===== src/rtl/gpcs_pkg.sv =====
package gpcs_pkg;

    typedef enum logic [2:0] {
        ST_IDLE   = 3'd0,
        ST_SETUP  = 3'd1,
        ST_STROBE = 3'd2,
        ST_HOLD   = 3'd3,
        ST_DONE   = 3'd4,
        ST_ABORT  = 3'd5
    } gpcs_state_e;

    function automatic logic is_active(gpcs_state_e s);
        return (s == ST_SETUP) || (s == ST_STROBE) || (s == ST_HOLD);
    endfunction

endpackage


===== src/rtl/gpcs_wait_ctr.sv =====
module gpcs_wait_ctr #(
    parameter int WAIT_W = 4
) (
    input  logic              clk,
    input  logic              rst_n,
    input  logic              load_i,
    input  logic [WAIT_W-1:0] load_val_i,
    input  logic              dec_i,
    output logic              last_o
);

    localparam logic [WAIT_W-1:0] ONE = WAIT_W'(1);

    logic [WAIT_W-1:0] cnt_d, cnt_q;

    always_comb begin
        cnt_d = cnt_q;
        if (load_i) begin
            cnt_d = (load_val_i == '0) ? ONE : load_val_i;
        end else if (dec_i && cnt_q != '0) begin
            cnt_d = cnt_q - ONE;
        end
    end

    always_ff @(posedge clk or negedge rst_n) begin
        if (!rst_n) cnt_q <= '0;
        else        cnt_q <= cnt_d;
    end

    assign last_o = (cnt_q <= ONE);

endmodule


===== src/rtl/gpcs_busmon.sv =====
module gpcs_busmon #(
    parameter int TMO_W = 8
) (
    input  logic             clk,
    input  logic             rst_n,
    input  logic             active_i,
    input  logic [TMO_W-1:0] limit_i,
    output logic             expire_o
);

    localparam logic [TMO_W-1:0] CNT_MAX = '1;

    logic [TMO_W-1:0] cnt_d, cnt_q;

    always_comb begin
        cnt_d = '0;
        if (active_i) begin
            cnt_d = (cnt_q == CNT_MAX) ? cnt_q : cnt_q + TMO_W'(1);
        end
    end

    always_ff @(posedge clk or negedge rst_n) begin
        if (!rst_n) cnt_q <= '0;
        else        cnt_q <= cnt_d;
    end

    assign expire_o = active_i && (limit_i != '0) && (cnt_q >= limit_i);

endmodule


===== src/rtl/gpcs_access.sv =====
module gpcs_access
    import gpcs_pkg::*;
#(
    parameter int ADDR_W = 24,
    parameter int LANES  = 2,
    parameter int WAIT_W = 4,
    parameter int TMO_W  = 8
) (
    input  logic                 clk,
    input  logic                 rst_n,
    input  logic                 req_valid,
    input  logic                 req_write,
    input  logic [ADDR_W-1:0]    req_addr,
    input  logic [8*LANES-1:0]   req_wdata,
    input  logic [LANES-1:0]     req_be,
    input  logic [WAIT_W-1:0]    req_wait,
    input  logic [TMO_W-1:0]     bmon_limit,
    input  logic                 ext_ack,
    input  logic [8*LANES-1:0]   dev_din,
    output logic                 dev_cs_n,
    output logic                 dev_oe_n,
    output logic [LANES-1:0]     dev_we_n,
    output logic [ADDR_W-1:0]    dev_addr,
    output logic [8*LANES-1:0]   dev_dout,
    output logic                 dev_dout_en,
    output logic [8*LANES-1:0]   rsp_rdata,
    output logic                 rsp_done,
    output logic                 rsp_err,
    output logic                 busy
);

    localparam int DATA_W = 8 * LANES;

    typedef struct packed {
        gpcs_state_e        st;
        logic               wr;
        logic [LANES-1:0]   be;
        logic [WAIT_W-1:0]  wt;
        logic [ADDR_W-1:0]  addr;
        logic [DATA_W-1:0]  wdata;
        logic [DATA_W-1:0]  rdata;
    } regs_t;

    regs_t r_d, r_q;

    logic wait_load, wait_dec, wait_last;
    logic active, expire;

    assign active = is_active(r_q.st);

    gpcs_wait_ctr #(.WAIT_W(WAIT_W)) i_wait (
        .clk        (clk),
        .rst_n      (rst_n),
        .load_i     (wait_load),
        .load_val_i (r_q.wt),
        .dec_i      (wait_dec),
        .last_o     (wait_last)
    );

    gpcs_busmon #(.TMO_W(TMO_W)) i_bmon (
        .clk      (clk),
        .rst_n    (rst_n),
        .active_i (active),
        .limit_i  (bmon_limit),
        .expire_o (expire)
    );

    always_comb begin
        r_d       = r_q;
        wait_load = 1'b0;
        wait_dec  = 1'b0;
        unique case (r_q.st)
            ST_IDLE: begin
                if (req_valid) begin
                    r_d.st    = ST_SETUP;
                    r_d.wr    = req_write;
                    r_d.be    = req_be;
                    r_d.wt    = req_wait;
                    r_d.addr  = req_addr;
                    r_d.wdata = req_wdata;
                end
            end
            ST_SETUP: begin
                wait_load = 1'b1;
                r_d.st    = ST_STROBE;
            end
            ST_STROBE: begin
                wait_dec = 1'b1;
                if (wait_last || ext_ack) begin
                    r_d.st = ST_HOLD;
                    if (!r_q.wr) r_d.rdata = dev_din;
                end
            end
            ST_HOLD:  r_d.st = ST_DONE;
            ST_DONE:  r_d.st = ST_IDLE;
            ST_ABORT: r_d.st = ST_IDLE;
            default:  r_d.st = ST_IDLE;
        endcase
        if (expire) begin
            r_d.st    = ST_ABORT;
            r_d.rdata = r_q.rdata;
        end
    end

    always_ff @(posedge clk or negedge rst_n) begin
        if (!rst_n) begin
            r_q    <= '0;
            r_q.st <= ST_IDLE;
        end else begin
            r_q <= r_d;
        end
    end

    logic strobe_on;
    assign strobe_on = (r_q.st == ST_STROBE);

    assign dev_cs_n    = !active;
    assign dev_oe_n    = !(strobe_on && !r_q.wr);
    assign dev_addr    = r_q.addr;
    assign dev_dout    = r_q.wdata;
    assign dev_dout_en = active && r_q.wr;
    assign rsp_rdata   = r_q.rdata;
    assign rsp_done    = (r_q.st == ST_DONE);
    assign rsp_err     = (r_q.st == ST_ABORT);
    assign busy        = (r_q.st != ST_IDLE);

    for (genvar g = 0; g < LANES; g++) begin : g_lane
        assign dev_we_n[g] = !(strobe_on && r_q.wr && r_q.be[g]);
    end

endmodule


===== config.mk =====
export PLATFORM = sky130hd
export DESIGN_NAME = gpcs_access
export DESIGN_NICKNAME = d
export VERILOG_FILES = /design/src/rtl/gpcs_pkg.sv /design/src/rtl/gpcs_wait_ctr.sv /design/src/rtl/gpcs_busmon.sv /design/src/rtl/gpcs_access.sv
export SDC_FILE = /design/constraint.sdc
export NUM_CORES = 1
export LEC_CHECK = 0
export BUFFER_PORTS_ARGS = -buffer_cell sky130_fd_sc_hd__buf_2
export CORE_AREA = 2 2 88 90
export CTS_BUF_LIST = sky130_fd_sc_hd__clkbuf_2 sky130_fd_sc_hd__clkbuf_4 sky130_fd_sc_hd__clkbuf_8
export DETAILED_ROUTE_END_ITERATION = 8
export DIE_AREA = 0 0 90 92
export PLACE_DENSITY = 0.86
export REMOVE_ABC_BUFFERS = 1
export SLEW_MARGIN = 30
export SYNTH_ARGS = -nofsm -noshare
export SYNTH_HDL_FRONTEND = slang
export SYNTH_HIERARCHICAL = 1
export SYNTH_SLANG_ARGS = --single-unit

===== constraint.sdc =====
create_clock -name clk -period 4 [get_ports clk]
set_input_delay 0.8 -clock clk [delete_from_list [all_inputs] [get_ports clk]]
set_output_delay 0.8 -clock clk [all_outputs]
set_load 0.01 [all_outputs]

==> run metrics <==
synth warn 6; Sink Count 78; CP startpoint kind register; DR vias 2595; post-CTS setup buffers 0; EDFF count, synth 0; io pins 139; die area 0.008280 mm2; clk slew on worst S/H paths 0.08 ns; Hold Path Class in -> async; layout cells sized above 1 55.58%; Post-Syn Instances 322; Crit Path Class reg -> reg; Synth top area share 49.26%; Worst R2R Start r_q[64]; Hold Fails Final Rpt 0; Crit path arrival time 3.06 ns; Setup Skew 0.008209 ns; drt initial violations 88; global-route wire length before repair 12.21 mm; Final Worst Setup Slack 1.168 ns; sw power 0.001221 W; post-layout min period 2.832 ns; number of routed nets with antenna violations 0; Max transition margin 54.14%; final net count 494; status complete, no violations; Post-Synthesis Cell Area 0.003963 mm2; Post-synth top flop dfrtp_1; syn_area_per_cell 12.31 um2; Seq pwr share 41.1%; Fillers 633; M3 GR Usage 6.081%; CTS resizes 0; CP cell instances nor2_1 > nor2_1 > inv_1 > a21oi_1 > nand4_1 > o21ai_0 > nor4_4 > buf_4 > mux2_4; top post-synthesis cells by area dfrtp_1 49%, mux2_2 15%, buf_4 11%; die span in y 92 um; Layout area overhead 14.18%; pwr/cell area 769.2 mW/mm2; sequential share of the synthesized area 49.26%; CTS tree done; Initial Util 53.21%; core footprint 0.007447 mm2; P_int 0.002260 W; fmax 0.3530 GHz; DP HPWL 5.436 mm; largest net degree at the start of global routing 79; worst vdd ir 0.3516 mV; clock latency at the later pin of the worst-skew pair 0.35 ns; final slew viol count 0; H-tree depth 3; row cnt 32; Post-CTS Hold Buffers 0; worst r2r path cells 9; CTS Buffer Depth 2; initial antenna violation count 0; Clock power frac 17.5%; GR peak layer met2; CP endpoint kind register; period utilization 70.81%; CTS root buf clkbuf_8; total CTS buffers 9; WP buf/inv 2; # Max-Cap Violations 0; GRT Residual Overflow 0; leading area contributor after synthesis dfrtp_1; RR Endpoint rsp_rdata[7]; Worst-Margin Slew 0.6808 ns; Setup TNS 0 ns; most common cell in the netlist dfrtp_1; largest stage delay on the critical path 0.56 ns; GRT met1 Usage 21.98%; number of global-route vias before repair 2676; Gate power share 41.4%; Tot GR Track Use 18.47%; Leakage 2.250 nW; drt drc 0; Finish-stage setup viols 0; drt total wl 7.517 mm; CP top delay family compound AO/OA/AOI/OAI gates; cell mode on critical path nor2_1; gp weighted congestion 0.7936; RSZ-0062 raised after global routing no; Post-Place Worst Slack 0.9571 ns; Horiz. Die Dim 90 um; routed length per instance 14.62 um; Synth Register Bits 78; most frequent cells after synthesis 78 x dfrtp_1, 59 x buf_4, 53 x mux2_2; DR pass1 iterations 4; critical path peak fanout 16; Avg Vias per Cell 5.049; Critical-path top delay cell o21ai_0; IO Port Bufs 138; asr flop ratio synth 100.0%; n_diodes 0; Yosys cell types 44; Worst R2R Setup Slack 1.17 ns; sw frac 35.07%; met2 global-route usage 31.45%; Worst Path Required 4.23 ns
==> layer usage <==
layer | share of wire, % | up-vias | wire length (um)
met5 | 0 | - | 0
met4 | 1.1 | 0 | 81
met3 | 6.0 | 7 | 453
met2 | 52 | 73 | 3872
met1 | 41 | 1292 | 3110
li1 | - | 1223 | -
==> registers in the layout, summed over array words and instances (netlist names) <==
register and cells:
r_q 10, i_bmon/cnt_q 8, dev_dout 16, i_wait/cnt_q 4, dev_addr 24, rsp_rdata 16
==> power by group through the flow <==
| stage | sequential, W | clock, W | combinational (W) |
|---|---|---|---|
| floorplan | 0.00154 | 0 | 0.000791 |
| global placement | 0.00142 | 0 | 0.00140 |
| detailed placement | 0.00143 | 0 | 0.00146 |
| CTS | 0.00143 | 0.000631 | 0.00146 |
| global route | 0.00148 | 0.000667 | 0.00157 |
| finish | 0.00143 | 0.000611 | 0.00144 |
==> logic make-up after synthesis <==
logic type,after synthesis,synth area share [%]
buffers and inverters,81,14.02
flip-flops,78,49.26
multiplexers,66,19.61
AND/OR/NAND/NOR,57,8.810
AO/OA/AOI/OAI,25,3.852
adder cells (fa/ha/maj),12,3.789
XOR/XNOR,3,0.6632
==> cells in the final DEF, fill, tap and decap left out, types with 3 or more instances in the layout <==
master,synthesis,final
buf_2,2,137
dfrtp_1,78,78
mux2_2,53,53
inv_1,15,15
nand2_1,12,12
ha_1,12,12
clkbuf_8,0,11
nor2_1,11,10
mux2_4,10,10
a21oi_1,8,8
nor3_1,5,5
o21ai_0,5,5
nand3_1,4,4
clkinvlp_4,0,3
nor2b_1,3,3
a31oi_1,3,3
mux2i_1,3,3
==> area by class of cell <==
type	count	area (um2)	area share (%)
clock buffers	11	151.4	3.346
clock inverters	5	57.56	1.272
inverters	15	56.30	1.244
multi-input cells	163	1468	32.44
flip-flops and latches	78	1952	43.14
well taps	102	127.6	2.821
repair buffers	140	711.9	15.74
==> worst max-delay path by stage <==
stage / from / end / slack, ns / depth (start not counted)
6_report: r_q[64] / rsp_rdata[7] / 1.17 / 9
5_1_grt: r_q[64] / rsp_rdata[7] / 0.89 / 9
4_1_cts: r_q[64] / rsp_rdata[7] / 1.18 / 9
3_5_place_dp: bmon_limit[2] / rsp_rdata[4] / 0.96 / 10
3_3_place_gp: bmon_limit[2] / rsp_rdata[2] / 1.03 / 10
2_1_floorplan: r_q[65] / dev_addr[0] / 0.57 / 3
==> through the flow <==
| stage | total power (W) | cells | area, um2 | utilization [%] | hold slack, ns |
|---|---|---|---|---|---|
| floorplan | 0.002330 | 256 | 3463 | - | 0.4749 |
| CTS | 0.003516 | 514 | 4516 | 60.64 | 0.5090 |
| global placement | 0.002812 | 498 | 4307 | 57.83 | 0.4843 |
| detailed placement | 0.002890 | 498 | 4307 | 57.83 | 0.4897 |
| finish | 0.003480 | 514 | 4524 | 60.75 | 0.4761 |
| global route | 0.003718 | 514 | 4524 | 60.75 | 0.5125 |
Note: power is estimated with default switching activity, not from simulation.
